## src/rtl/swb_pkg.sv

```systemverilog
package swb_pkg;
  localparam int unsigned DATA_W_DEF = 8;
  localparam int unsigned WORD_W_DEF = 12;
  localparam int unsigned NPARTS     = 2;
endpackage

```

## src/rtl/swb_field_reg.sv

```systemverilog
module swb_field_reg #(
  parameter int unsigned W = 8
) (
  input  logic         clk_i,
  input  logic         rst_ni,
  input  logic         en_i,
  input  logic [W-1:0] d_i,
  output logic [W-1:0] q_o
);
  always_ff @(posedge clk_i or negedge rst_ni) begin
    if (!rst_ni)   q_o <= '0;
    else if (en_i) q_o <= d_i;
  end
endmodule

```

## src/rtl/swb_hold.sv

```systemverilog
module swb_hold
  import swb_pkg::*;
#(
  parameter int unsigned DATA_W = DATA_W_DEF,
  parameter int unsigned WORD_W = WORD_W_DEF
) (
  input  logic              clk_i,
  input  logic              rst_ni,
  input  logic [DATA_W-1:0] data_i,
  input  logic [NPARTS-1:0] sel_i,
  output logic [WORD_W-1:0] hold_o
);
  // part i covers word bits starting at i*DATA_W; the top part may be narrower
  for (genvar i = 0; i < NPARTS; i++) begin : g_part
    localparam int unsigned REM = WORD_W - i*DATA_W;
    localparam int unsigned PW  = (REM < DATA_W) ? REM : DATA_W;
    swb_field_reg #(.W(PW)) u_part (
      .clk_i  (clk_i),
      .rst_ni (rst_ni),
      .en_i   (sel_i[i]),
      .d_i    (data_i[PW-1:0]),
      .q_o    (hold_o[i*DATA_W +: PW])
    );
  end
endmodule

```

## src/rtl/split_word_buffer.sv

```systemverilog
module split_word_buffer
  import swb_pkg::*;
#(
  parameter int unsigned DATA_W = DATA_W_DEF,
  parameter int unsigned WORD_W = WORD_W_DEF
) (
  input  logic              clk_i,
  input  logic              rst_ni,
  input  logic [DATA_W-1:0] data_i,
  input  logic              sel_lo_i,
  input  logic              sel_hi_i,
  input  logic              xfer_i,
  output logic [WORD_W-1:0] word_o
);
  logic [WORD_W-1:0] hold_w;

  swb_hold #(.DATA_W(DATA_W), .WORD_W(WORD_W)) u_hold (
    .clk_i  (clk_i),
    .rst_ni (rst_ni),
    .data_i (data_i),
    .sel_i  ({sel_hi_i, sel_lo_i}),
    .hold_o (hold_w)
  );

  // second stage loads only on the zero-crossing pulse
  swb_field_reg #(.W(WORD_W)) u_out (
    .clk_i  (clk_i),
    .rst_ni (rst_ni),
    .en_i   (xfer_i),
    .d_i    (hold_w),
    .q_o    (word_o)
  );
endmodule

```

## config.mk

```make
export PLATFORM = sky130hd
export DESIGN_NAME = split_word_buffer
export DESIGN_NICKNAME = d
export VERILOG_FILES = /design/src/rtl/swb_pkg.sv /design/src/rtl/swb_field_reg.sv /design/src/rtl/swb_hold.sv /design/src/rtl/split_word_buffer.sv
export SDC_FILE = /design/constraint.sdc
export NUM_CORES = 1
export LEC_CHECK = 0
export CAP_MARGIN = 0
export CORE_AREA = 8 8 54 56
export CTS_CLUSTER_DIAMETER = 40
export DETAILED_ROUTE_END_ITERATION = 7
export DIE_AREA = 0 0 62 64
export PLACE_DENSITY = 0.83
export SYNTH_ARGS = -nofsm -noshare
export SYNTH_HDL_FRONTEND = slang
export SYNTH_SLANG_ARGS = --single-unit
```

## constraint.sdc

```tcl
create_clock -name clk_i -period 0.9 [get_ports clk_i]
set_input_delay 0.135 -clock clk_i [delete_from_list [all_inputs] [get_ports clk_i]]
set_output_delay 0.135 -clock clk_i [all_outputs]
set_load 0.02 [all_outputs]
```

==> results.sh, run 1 <==
export IMPL_wl_per_cell_um=15.8
export IMPL_clock_latency_ns=0.31
export IMPL_drive_gt1_frac=0.600
export IMPL_vias=562
export IMPL_coreArea_um2=2110
export IMPL_die_area_um2=3970
export IMPL_slowest_stage="dfrtp_1"
export IMPL_maxSlewHeadroom=0.852
export IMPL_hp_class="in -> async"
export IMPL_drc=0
export IMPL_avgViaCountPerCell=4.76
export IMPL_clock_fmax_mhz=986
export IMPL_fin_crit_sh=1.13
export IMPL_setup_violations=20
export IMPL_drt_initial_drc_count=1
export IMPL_setup_ws_ns=-0.114
export IMPL_cp_required_ns=0.76
export IMPL_initial_core_util=0.442
export IMPL_ys_seq_area_frac=0.645
export IMPL_htree_num_levels=1
export IMPL_critPathLaunchType="flip-flop"
export IMPL_maxSlewViolCount=0
export IMPL_crit_family="flip-flops"
export IMPL_grt_overflow=0
export IMPL_crit_fanout=2
export IMPL_synth_warnings=0
export IMPL_cp_num_buf_inv=1
export IMPL_globalplace_congestion=0.744
export IMPL_reg2reg_to="u_out.q_o[9]$_DFFE_PN0P_"
export IMPL_synth_avg_cell_area_um2=18.6
export IMPL_ios=25
export IMPL_postLayoutCoreUtil=0.661
export IMPL_area_delta_synth_final_pct=49.6
export IMPL_antenna_cells=0
export IMPL_rrSetupSlack_ns=-0.02
export IMPL_dp_cells=113
export IMPL_cap_violations=0
export IMPL_cts_tree="built"
export IMPL_nets=104
export IMPL_post_route_min_period_ns=1.01
export IMPL_tightest_slew_ns=0.221
export IMPL_die_h_um=64
export IMPL_numCtsBuffers=3
export IMPL_violations="negative setup slack"
export IMPL_die_x_um=62
export IMPL_final_instance_count_excl_fill=118
export IMPL_grt_pass1_vias=641
export IMPL_cts_sinks=24
export IMPL_layout_commonest_cell="dfrtp_1"
export IMPL_maxUsedRoutingLayer="met4"
export IMPL_ant_nets=0
export IMPL_status="complete, but fails checks"
export IMPL_clkTransAtPathRegs_ns=0.13
export IMPL_wl_met2_um=858
export IMPL_crit_arrival_ns=0.88
export IMPL_clk_path_buf_depth=2
export IMPL_root_buffer="clkbuf_4"
export IMPL_port_buffer_count=24
export IMPL_wl_met1_um=840
export IMPL_netlist_area_um2=931
export IMPL_power_leakage_nw=0.656
export IMPL_synth_nets=63
export IMPL_crit_type="reg -> out"
export IMPL_ir_worst_vdd_v=0.00118
export IMPL_reg2regPathDepth=2
export IMPL_finalHoldViolCount=0
export IMPL_final_cell_mix="dfrtp_1 (24), buf_6 (18), mux2_2 (14)"
export IMPL_rsz0062_at_grt="yes"
export IMPL_drt_total_wl_mm=1.87
export IMPL_syn_instance_count=50
export IMPL_path_cells="buf_6"
export IMPL_grt_max_degree=25
export IMPL_post_place_ws_ns=-0.358
export IMPL_p_per_area_nw_per_um2=1990
export IMPL_fin_worst_skew_ns=0.00492
export IMPL_antenna_found_initial=0
export IMPL_row_count=17
export IMPL_firstDrtPassIters=4
export IMPL_grt_pass1_wl_mm=3.02
export IMPL_wl_met3_um=139
export IMPL_ys_seq_elements=24
export IMPL_rr_startpoint="u_out.q_o[9]$_DFFE_PN0P_"
export IMPL_grtUsageTotal=0.103
export IMPL_synthDistinctLibCells=4
export IMPL_total_power_w=0.00277
export IMPL_crit_path_end_kind="primary output"
export IMPL_critical_path_max_stage_delay_ns=0.43
-- final cells by class --
type                    count  area, um^2
multi-input cells          24         308
clock inverters             1        30.0
repair buffers             38         397
clock buffers               3        22.5
flip-flops and latches     24         601
well taps                  28        35.0
fillers                   139         713
-- sequential cells by signal (all words and copies together), names as in the netlist --
register	count
u_hold.g_part.u_part.q_o	12
u_out.q_o	12
-- worst max-delay path by stage --
stage                               from                   endpoint  slack [ns]  cells after the start
2_1_floorplan  u_out.q_o[10]$_DFFE_PN0P_  u_out.q_o[10]$_DFFE_PN0P_        0.07                      1
3_3_place_gp                      xfer_i  u_out.q_o[11]$_DFFE_PN0P_       -0.34                      3
3_5_place_dp                      xfer_i   u_out.q_o[0]$_DFFE_PN0P_       -0.36                      3
4_1_cts         u_out.q_o[8]$_DFFE_PN0P_                  word_o[8]       -0.13                      1
5_1_grt        u_out.q_o[10]$_DFFE_PN0P_                 word_o[10]       -0.16                      1
6_report        u_out.q_o[7]$_DFFE_PN0P_                  word_o[7]       -0.11                      1
-- repair_timing --
item | in CTS | in global routing
resized for setup | 76 | 4
setup endpoints to repair | 17 | 29
buffers inserted | 3 | 0
cloned | 0 | 0
hold buffers | 0 | 0
-- cell families after synthesis --
logic type	Yosys count	synth area share
buf+inv	2	0.0242
mux	24	0.331
flops	24	0.645
-- power by group --
group	switching [W]	leakage [nW]	internal, W	total, W
sequential	0.0000936	0.281	0.00121	0.00131
combinational	0.000248	0.347	0.000447	0.000696
clock	0.000320	0.0279	0.000450	0.000770
-- synth_stat cells --
cell type | n | area (um^2)
dfrtp_1 | 24 | 601
buf_6 | 2 | 22.5
mux2_2 | 14 | 158
mux2_4 | 10 | 150
-- routing by layer --
layer	up-vias	global-route usage
met5	-	0
met4	0	0.0684
met3	2	0.0240
met2	19	0.149
met1	283	0.132
li1	258	-
-- through the flow --
stage / cell area, um^2 / hold slack (ns) / setup TNS (ns)
2_1_floorplan: 931 / -0.161 / 0
3_3_place_gp: 1290 / 0.481 / -9.46
3_5_place_dp: 1290 / 0.493 / -9.91
4_1_cts: 1380 / 0.145 / -1.55
5_1_grt: 1390 / 0.169 / -1.98
6_report: 1390 / 0.154 / -1.33
No activity file was read; power rests on OpenSTA's default activity.
==> inputs of run 2 (changes only) <==
==> constraint.sdc (replaced) <==
create_clock -name clk_i -period 0.9 [get_ports clk_i]
set_input_delay 0.225 -clock clk_i [delete_from_list [all_inputs] [get_ports clk_i]]
set_output_delay 0.225 -clock clk_i [all_outputs]
set_load 0.02 [all_outputs]
==> results.sh, run 2 (same netlist as run 1, synthesis figures left out) <==
export IMPL_status="complete, but fails checks"
export IMPL_violations="negative setup slack"
export IMPL_root_buffer="clkbuf_4"
export IMPL_layout_commonest_cell="dfrtp_1"
export IMPL_rsz0062_at_grt="yes"
export IMPL_fin_worst_skew_ns=0.00511
export IMPL_grtUsageTotal=0.104
export IMPL_critPathLaunchType="flip-flop"
export IMPL_die_area_um2=3970
export IMPL_drt_total_wl_mm=1.92
export IMPL_tightest_slew_ns=0.216
export IMPL_antenna_found_initial=0
export IMPL_crit_type="reg -> out"
export IMPL_p_per_area_nw_per_um2=2000
export IMPL_drt_initial_drc_count=8
export IMPL_crit_path_end_kind="primary output"
export IMPL_crit_arrival_ns=0.89
export IMPL_clock_fmax_mhz=897
export IMPL_top_regs="u_hold.g_part.u_part.q_o x12, u_out.q_o x12"
export IMPL_clkTransAtPathRegs_ns=0.13
export IMPL_dpl_cell_area_um2=1290
export IMPL_cts_sinks=24
export IMPL_initial_core_util=0.442
export IMPL_cp_required_ns=0.67
export IMPL_cp_num_buf_inv=1
export IMPL_power_leakage_nw=0.652
export IMPL_row_count=17
export IMPL_die_x_um=62
export IMPL_cap_violations=0
export IMPL_numCtsBuffers=3
export IMPL_reg2regPathDepth=2
export IMPL_grt_pass1_wl_mm=3.02
export IMPL_setup_violations=19
export IMPL_critical_path_max_stage_delay_ns=0.43
export IMPL_ant_nets=0
export IMPL_worstSetupStartpoint="u_out.q_o[9]$_DFFE_PN0P_"
export IMPL_cts_tree="built"
export IMPL_clk_path_buf_depth=2
export IMPL_coreArea_um2=2110
export IMPL_avgViaCountPerCell=4.74
export IMPL_final_cell_mix="dfrtp_1 (24), buf_6 (20), mux2_2 (14)"
export IMPL_hold_buffers=0
export IMPL_hold_slack_ns=0.243
export IMPL_path_cells="buf_6"
export IMPL_maxSlewHeadroom=0.856
export IMPL_ir_worst_vdd_v=0.00119
export IMPL_fin_crit_sh=1.24
export IMPL_globalplace_congestion=0.744
export IMPL_antenna_cells=0
export IMPL_clock_latency_ns=0.31
export IMPL_ios=25
export IMPL_nets=104
export IMPL_area_delta_synth_final_pct=49.9
export IMPL_crit_family="flip-flops"
export IMPL_port_buffer_count=24
export IMPL_wl_per_cell_um=16.3
export IMPL_hp_class="in -> async"
export IMPL_finalHoldViolCount=0
export IMPL_grt_overflow=0
export IMPL_die_h_um=64
export IMPL_design_area_um2=1400
export IMPL_total_power_w=0.00279
export IMPL_reg2reg_to="u_out.q_o[9]$_DFFE_PN0P_"
export IMPL_htree_num_levels=1
export IMPL_crit_fanout=2
export IMPL_drc=0
export IMPL_post_route_min_period_ns=1.11
export IMPL_rrSetupSlack_ns=-0.01
export IMPL_maxSlewViolCount=0
export IMPL_vias=559
export IMPL_drive_gt1_frac=0.600
export IMPL_slowest_stage="dfrtp_1"
export IMPL_finalSetupTns_ns=-2.42
export IMPL_grt_max_degree=25
export IMPL_grt_pass1_vias=644
export IMPL_firstDrtPassIters=3
export IMPL_post_place_ws_ns=-0.448
export IMPL_setup_ws_ns=-0.215
export IMPL_rr_startpoint="u_out.q_o[9]$_DFFE_PN0P_"
[run 2: per-stage QoR]
step,cells,utilization
global route,118,0.663
finish,118,0.663
detailed placement,113,0.614
floorplan,50,-
global placement,113,0.614
CTS,118,0.655
[run 2: worst max path at each step]
stage | end | slack, ns | depth (start not counted)
finish | word_o[9] | -0.21 | 1
global placement | u_out.q_o[11]$_DFFE_PN0P_ | -0.43 | 3
detailed placement | u_out.q_o[0]$_DFFE_PN0P_ | -0.45 | 3
CTS | word_o[8] | -0.22 | 1
floorplan | u_out.q_o[10]$_DFFE_PN0P_ | 0.07 | 1
global route | word_o[9] | -0.25 | 1
[run 2: power breakdown]
part / switching (W) / internal [W] / leakage [nW]
clock: 0.000320 / 0.000450 / 0.0279
combinational: 0.000254 / 0.000458 / 0.343
sequential: 0.0000967 / 0.00121 / 0.281
[run 2: cell type report]
cell class	instances	area, um^2
fillers	140	711
flip-flops and latches	24	601
repair buffers	38	399
multi-input cells	24	308
well taps	28	35.0
clock inverters	1	30.0
clock buffers	3	22.5
[run 2: routing by layer]
layer / part of all wire / routed length (um) / vias up / track usage
met1: 0.47 / 897 / 285 / 0.131
met3: 0.051 / 98 / 2 / 0.0240
met5: 0 / 0 / - / 0
li1: - / - / 255 / -
met4: 0.016 / 30 / 0 / 0.0684
met2: 0.47 / 894 / 17 / 0.153
[run 2: repair_timing]
action                     CTS  global route
setup buffers                7             2
setup endpoints to repair   36            21
gates resized for setup     79             5
gates cloned                 0             0
